==> config.mk <==
export PLATFORM = sky130hd
export DESIGN_NAME = vec_ext_divider
export DESIGN_NICKNAME = d
export VERILOG_FILES = /design/src/rtl/vdx_pkg.sv /design/src/rtl/vdx_decode.sv /design/src/rtl/vdx_lane.sv /design/src/rtl/vec_ext_divider.sv
export SDC_FILE = /design/constraint.sdc
export NUM_CORES = 2
export LEC_CHECK = 0
export ABC_AREA = 1
export CAP_MARGIN = 5
export CORE_AREA = 2 2 310 312
export DETAILED_ROUTE_END_ITERATION = 7
export DIE_AREA = 0 0 312 314
export PLACE_DENSITY = 0.74
export SLEW_MARGIN = 5
export SYNTH_ARGS = -nofsm -noshare
export SYNTH_HDL_FRONTEND = slang
export SYNTH_HIERARCHICAL = 1
export SYNTH_SLANG_ARGS = --single-unit
==> constraint.sdc <==
create_clock -name clk -period 3.3 [get_ports clk]
set_input_delay 0.66 -clock clk [delete_from_list [all_inputs] [get_ports clk]]
set_output_delay 0.66 -clock clk [all_outputs]
set_load 0.01 [all_outputs]
==> src/rtl/vdx_pkg.sv <==
// Shared constants and types for the vector extended-dividend divider.
// Assumes the lane width is even and no wider than 64 bits.
package vdx_pkg;
    localparam int LANE_W = 32;
    localparam int LANES  = 4;
    localparam logic [5:0]  PRIM_VEC   = 6'b000100;
    localparam logic [10:0] EXT_SIGNED = 11'b01110001011;
    localparam logic [10:0] EXT_UNSIGN = 11'b01010001011;

    typedef enum logic { MODE_UNSIGNED = 1'b0, MODE_SIGNED = 1'b1 } div_mode_e;
endpackage

==> src/rtl/vdx_decode.sv <==
// Opcode decoder: recognises the two extended-dividend word divide variants
// and reports which arithmetic mode to use. Purely combinational.
module vdx_decode
    import vdx_pkg::*;
(
    input  logic [5:0]  prim_op,
    input  logic [10:0] ext_op,
    output logic        valid,
    output div_mode_e   mode
);
    // Match the primary opcode and one of the two extended opcodes.
    always_comb begin
        valid = 1'b0;
        mode  = MODE_UNSIGNED;
        if (prim_op == PRIM_VEC) begin
            if (ext_op == EXT_SIGNED) begin
                valid = 1'b1;
                mode  = MODE_SIGNED;
            end else if (ext_op == EXT_UNSIGN) begin
                valid = 1'b1;
            end
        end
    end
endmodule

==> src/rtl/vdx_lane.sv <==
// One lane of the divider: a restoring radix-2 division on magnitudes of
// {A, zeros} / B that keeps only the low W quotient bits. It assumes the
// controller issues exactly 2*W step pulses after a load.
module vdx_lane
    import vdx_pkg::*;
#(
    parameter int W = LANE_W
) (
    input  logic         clk,
    input  logic         rst_n,
    input  logic         load,
    input  logic         step,
    input  div_mode_e    mode,
    input  logic [W-1:0] a,
    input  logic [W-1:0] b,
    output logic [W-1:0] quo_out,
    output logic         zero_out
);
    logic [2*W-1:0] dvd_sr;
    logic [W-1:0]   dvs, rem, quo;
    logic           neg, zdiv;
    logic [W-1:0]   a_mag, b_mag;
    logic [W:0]     trial, diff;
    logic           fits;

    // Operand magnitudes at load time.
    always_comb begin
        a_mag = (mode == MODE_SIGNED && a[W-1]) ? (~a + 1'b1) : a;
        b_mag = (mode == MODE_SIGNED && b[W-1]) ? (~b + 1'b1) : b;
    end

    // One restoring trial: bring down the next dividend bit and compare.
    always_comb begin
        trial = {rem, dvd_sr[2*W-1]};
        diff  = trial - {1'b0, dvs};
        fits  = (trial >= {1'b0, dvs});
    end

    // Load the operands, then shift one quotient bit per step.
    always_ff @(posedge clk) begin
        if (!rst_n) begin
            dvd_sr <= '0;
            dvs    <= '0;
            rem    <= '0;
            quo    <= '0;
            neg    <= 1'b0;
            zdiv   <= 1'b0;
        end else if (load) begin
            dvd_sr <= {a_mag, {W{1'b0}}};
            dvs    <= b_mag;
            rem    <= '0;
            quo    <= '0;
            neg    <= (mode == MODE_SIGNED) && (a[W-1] ^ b[W-1]);
            zdiv   <= (b == '0);
        end else if (step) begin
            dvd_sr <= dvd_sr << 1;
            rem    <= fits ? diff[W-1:0] : trial[W-1:0];
            quo    <= {quo[W-2:0], fits};
        end
    end

    // Final lane value: forced to zero on a zero divisor, else sign applied.
    always_comb begin
        zero_out = zdiv;
        if (zdiv)     quo_out = '0;
        else if (neg) quo_out = ~quo + 1'b1;
        else          quo_out = quo;
    end

    // the partial remainder never reaches the divisor.
    a_r6_rem_below_divisor: assert property (@(posedge clk) disable iff (!rst_n)
        (dvs != '0) |-> (rem < dvs));
endmodule

==> src/rtl/vec_ext_divider.sv <==
// Top level: decodes the opcode, accepts a start while idle, runs LANES
// identical lane dividers for 2*LANE_W cycles, then captures the lane
// results and raises done for one cycle. Outputs hold until next completion.
module vec_ext_divider
    import vdx_pkg::*;
#(
    parameter int W = LANE_W,
    parameter int N = LANES
) (
    input  logic           clk,
    input  logic           rst_n,
    input  logic           start,
    input  logic [5:0]     prim_op,
    input  logic [10:0]    ext_op,
    input  logic [N*W-1:0] opa,
    input  logic [N*W-1:0] opb,
    output logic           busy,
    output logic           done,
    output logic [N*W-1:0] result,
    output logic [N-1:0]   zero_div
);
    localparam int ITER = 2 * W;
    localparam int CW   = $clog2(ITER + 1);
    localparam logic [CW-1:0] LAST = CW'(ITER);

    logic          dec_valid;
    div_mode_e     dec_mode;
    logic          accept, step, finish;
    logic [CW-1:0] cnt;
    logic [N*W-1:0] lane_q;
    logic [N-1:0]   lane_z;

    vdx_decode u_dec (
        .prim_op (prim_op),
        .ext_op  (ext_op),
        .valid   (dec_valid),
        .mode    (dec_mode)
    );

    // Handshake decisions for this cycle.
    always_comb begin
        accept = start && dec_valid && !busy;
        step   = busy && (cnt != LAST);
        finish = busy && (cnt == LAST);
    end

    // Sequencer: busy window, iteration count and done pulse.
    always_ff @(posedge clk) begin
        if (!rst_n) begin
            busy <= 1'b0;
            cnt  <= '0;
            done <= 1'b0;
        end else begin
            done <= finish;
            if (accept) begin
                busy <= 1'b1;
                cnt  <= '0;
            end else if (finish) begin
                busy <= 1'b0;
            end else if (step) begin
                cnt <= cnt + 1'b1;
            end
        end
    end

    // Lane i uses the word at the top end for i = 0 (big-endian element order).
    for (genvar i = 0; i < N; i++) begin : g_lane
        vdx_lane #(.W(W)) u_lane (
            .clk      (clk),
            .rst_n    (rst_n),
            .load     (accept),
            .step     (step),
            .mode     (dec_mode),
            .a        (opa[N*W-1-i*W -: W]),
            .b        (opb[N*W-1-i*W -: W]),
            .quo_out  (lane_q[N*W-1-i*W -: W]),
            .zero_out (lane_z[i])
        );
    end

    // Capture the lane results when the last iteration has been applied.
    always_ff @(posedge clk) begin
        if (!rst_n) begin
            result   <= '0;
            zero_div <= '0;
        end else if (finish) begin
            result   <= lane_q;
            zero_div <= lane_z;
        end
    end

    // done is a single-cycle pulse.
    a_r2_done_single: assert property (@(posedge clk) disable iff (!rst_n)
        done |=> !done);
    // done only follows a busy cycle and coincides with busy falling.
    a_r2_done_ends_busy: assert property (@(posedge clk) disable iff (!rst_n)
        done |-> ($past(busy) && !busy));
    // an unrecognised opcode never starts the unit.
    a_r1_reject_opcode: assert property (@(posedge clk) disable iff (!rst_n)
        (start && !busy && !dec_valid) |=> !busy);
    // busy cannot drop before the final iteration.
    a_r8_busy_holds: assert property (@(posedge clk) disable iff (!rst_n)
        (busy && !finish) |=> busy);
    // outputs stay put outside the completion edge.
    a_r10_hold: assert property (@(posedge clk) disable iff (!rst_n)
        (!done && $past(rst_n)) |-> ($stable(result) && $stable(zero_div)));
endmodule

==> flow_metrics.tcl <==
set metrics [dict create \
    ys_ff_latch 661 \
    hp-class "in2reg" \
    cts_buffer_depth 3 \
    fin_crit_ns 2.88 \
    ff2ff_path_depth 12 \
    fp.dieH_um 314 \
    path_cells "clkdlybuf4s50_1 > nand2_1 > inv_1 > nand2_1 > nor2_1 > nand2_1 > nor2_4 > buf_12 > nand2_1 > clkinv_1 > buf_4 > nand3_1 > o31ai_1 > o211ai_1 > a21oi_1" \
    status "complete, no violations" \
    hold-path-cell-count 3 \
    firstDrtPassIters 6 \
    cp.arrival_ns 3.46 \
    post-route-util_pct 59.1 \
    synth_cell_types 54 \
    first_global_vias 46700 \
    critical_path_required_ns 3.88 \
    setup_tns_ns 0 \
    antenna_cells 0 \
    path_depth 15 \
    cp_top_family "buffers and inverters" \
    start_kind "input pin" \
    ys_async_sr_fraction_pct 0 \
    tightestPinTransition_ns 0.812 \
    cp_common_cell "nand2_1" \
    syn_area_mm2 0.0469 \
    setup_viol 0 \
    path_max_fanout 11 \
    vias 50600 \
    io_pins 410 \
    cts_buffers 79 \
    place_hpwl_um 123000 \
    cts_tree "yes" \
    max_freq_ghz 0.348 \
    clock-root-buffer "clkbuf_16" \
    critPathKind "in2reg" \
    grtUsageTotal_pct 31.5 \
    clkLatencyLatePin_ns 0.67 \
    ys_seq_area_share_pct 28.2 \
    most-common-layout-cells "nand2_1, inv_1, nor2_1" \
    fillCellCount 9342 \
    clock_sinks 661 \
    grt_overflow 0 \
    yosys_warnings 6 \
    finalMaxSlewViolations 0 \
    std_cell_rows 113 \
    htreeDepth 3 \
    port_buffers 409 \
    path_buf_inv 5 \
    cts_resized 0 \
    maxCapViolCount 0 \
    critPathMaxStageDelay_ns 0.45 \
    die-width_um 312 \
    core_mm2 0.0944 \
    p_per_area_mw_per_mm2 322 \
    drive_gt1_share_pct 7.92 \
    synth_edf_count 0 \
    routabilityCongestion 1.01 \
    grt_antenna_before_repair 0 \
    drc 0 \
    worst_clock_skew_ns 0.0207 \
    die_area_mm2 0.0980 \
    drtIter0Drc 4381 \
    layout_commonest_cell "nand2_1" \
    syn_avg_cell_area_um2 6.10 \
    slowest_stage "clkdlybuf4s50_1" \
    grt_pass1_wl_um 252000 \
    cp-end-kind "flip-flop" \
    synthCells 7685 \
    setup_slack_ns 0.423 \
    initial_core_util_pct 49.6 \
    syn-num-nets 8107 \
    synthFlopType "dfxtp_1" \
    holdWs_ns 0.413 \
    period_share_pct 87.2 \
    path_clk_slew_ns 0.06 \
    area_delta_synth_final_pct 19.1 \
    power_mw 18.0 \
    leakage_nw 25.9 \
    post-cts-setup-buffer-count 0 \
    design_area_mm2 0.0558 \
    avgRoutedWirePerCell_um 17.0 \
    rsz0062_at_grt "no" \
    drt_wl_total_um 160000 \
    post_dp_cell_area_mm2 0.0532 \
    instances_no_fill 9413 \
    postRouteAntennaNets 0 \
    routed_via_density 5.38 \
    grt_max_degree 77 \
    pre_cts_slack_ns -0.141 \
    postCtsHoldBufs 0 \
    relSlewSlack_pct 45.8 \
    nets 8508 \
    vdd_drop_max_mv 0.343 \
    final_hold_viol_count 0 \
    dp.cells 9270 \
]
-- synth_stat cells (all sizes together), types with 105 or more instances --
| master | count | area share (%) |
|---|---|---|
| nand2 | 2034 | 17 |
| inv | 990 | 7.9 |
| nor2 | 982 | 8.5 |
| dfxtp | 661 | 28 |
| a21oi | 637 | 6.9 |
| o21ai | 594 | 6.4 |
| nand3 | 570 | 6.8 |
| clkbuf | 201 | 1.6 |
| xor2 | 166 | 3.1 |
| nor3 | 156 | 1.9 |
| nand4 | 153 | 2.0 |
| ha | 142 | 3.8 |
| buf | 105 | 1.5 |
-- final cells by class --
type / instances / area [um^2] / area share (%)
Sequential cell: 661 / 13200 / 23.7
Multi-Input combinational cell: 5716 / 28500 / 51.1
Clock inverter: 36 / 375 / 0.672
Inverter: 1002 / 3760 / 6.74
Timing Repair Buffer: 626 / 6150 / 11.0
Tap cell: 1265 / 1580 / 2.84
Clock buffer: 107 / 2220 / 3.98
-- where the power goes --
part	switching, mW	total (mW)	leakage, nW	internal, mW
logic	0.657	1.16	19.3	0.501
clock network	3.79	8.81	1.29	5.03
registers	0.0000393	7.98	5.32	7.98
total	4.45	18.0	25.9	13.5
-- sequential cells by signal, indices dropped and copies added, names as in the netlist --
signal / count
cnt: 7
g_lane.u_lane/rem: 128
g_lane.u_lane/dvs: 128
busy: 1
result: 128
g_lane.u_lane/neg: 4
done: 1
g_lane.u_lane/quo: 128
g_lane.u_lane/dvd_sr: 128
zero_div: 4
g_lane.u_lane/zero_out: 4
-- layer usage --
metal	global-route usage, %	vias up	part of all wire (%)
met4	11.0	0	3.2
met5	0	-	0
li1	-	25600	-
met1	42.3	23100	44
met2	51.2	1652	45
met3	5.03	251	7.4
-- kinds of logic after synthesis --
logic type,Yosys count,synth area share (%)
compound gates,1404,16.0
xor+xnor,202,3.77
simple gates,3964,37.0
flops,661,28.2
buf+inv,1308,11.1
fa+ha+maj,146,3.96
-- tightest hold or removal path: cells and delay by family --
kind | cells | cell delay [ns]
and+or+nand+nor | 1 | 0.04
buffers and inverters | 1 | 0.21
AOI/OAI and AO/OA | 1 | 0.12
-- final timing paths --
path	start	end	slack [ns]
worst max-delay path	ext_op[1]	g_lane[0].u_lane/dvd_sr[63]$_SDFFE_PN0P_	0.42
worst min-delay path	rst_n	result[67]$_SDFFE_PN0P_	0.41
worst max register to register	g_lane[3].u_lane/dvs[31]$_SDFFE_PN0P_	g_lane[3].u_lane/rem[30]$_SDFFE_PP0P_	0.60
worst min register to register	g_lane[0].u_lane/dvs[27]$_SDFFE_PN0P_	g_lane[0].u_lane/dvs[27]$_SDFFE_PN0P_	0.46
Power figures use the tool's default switching activity.
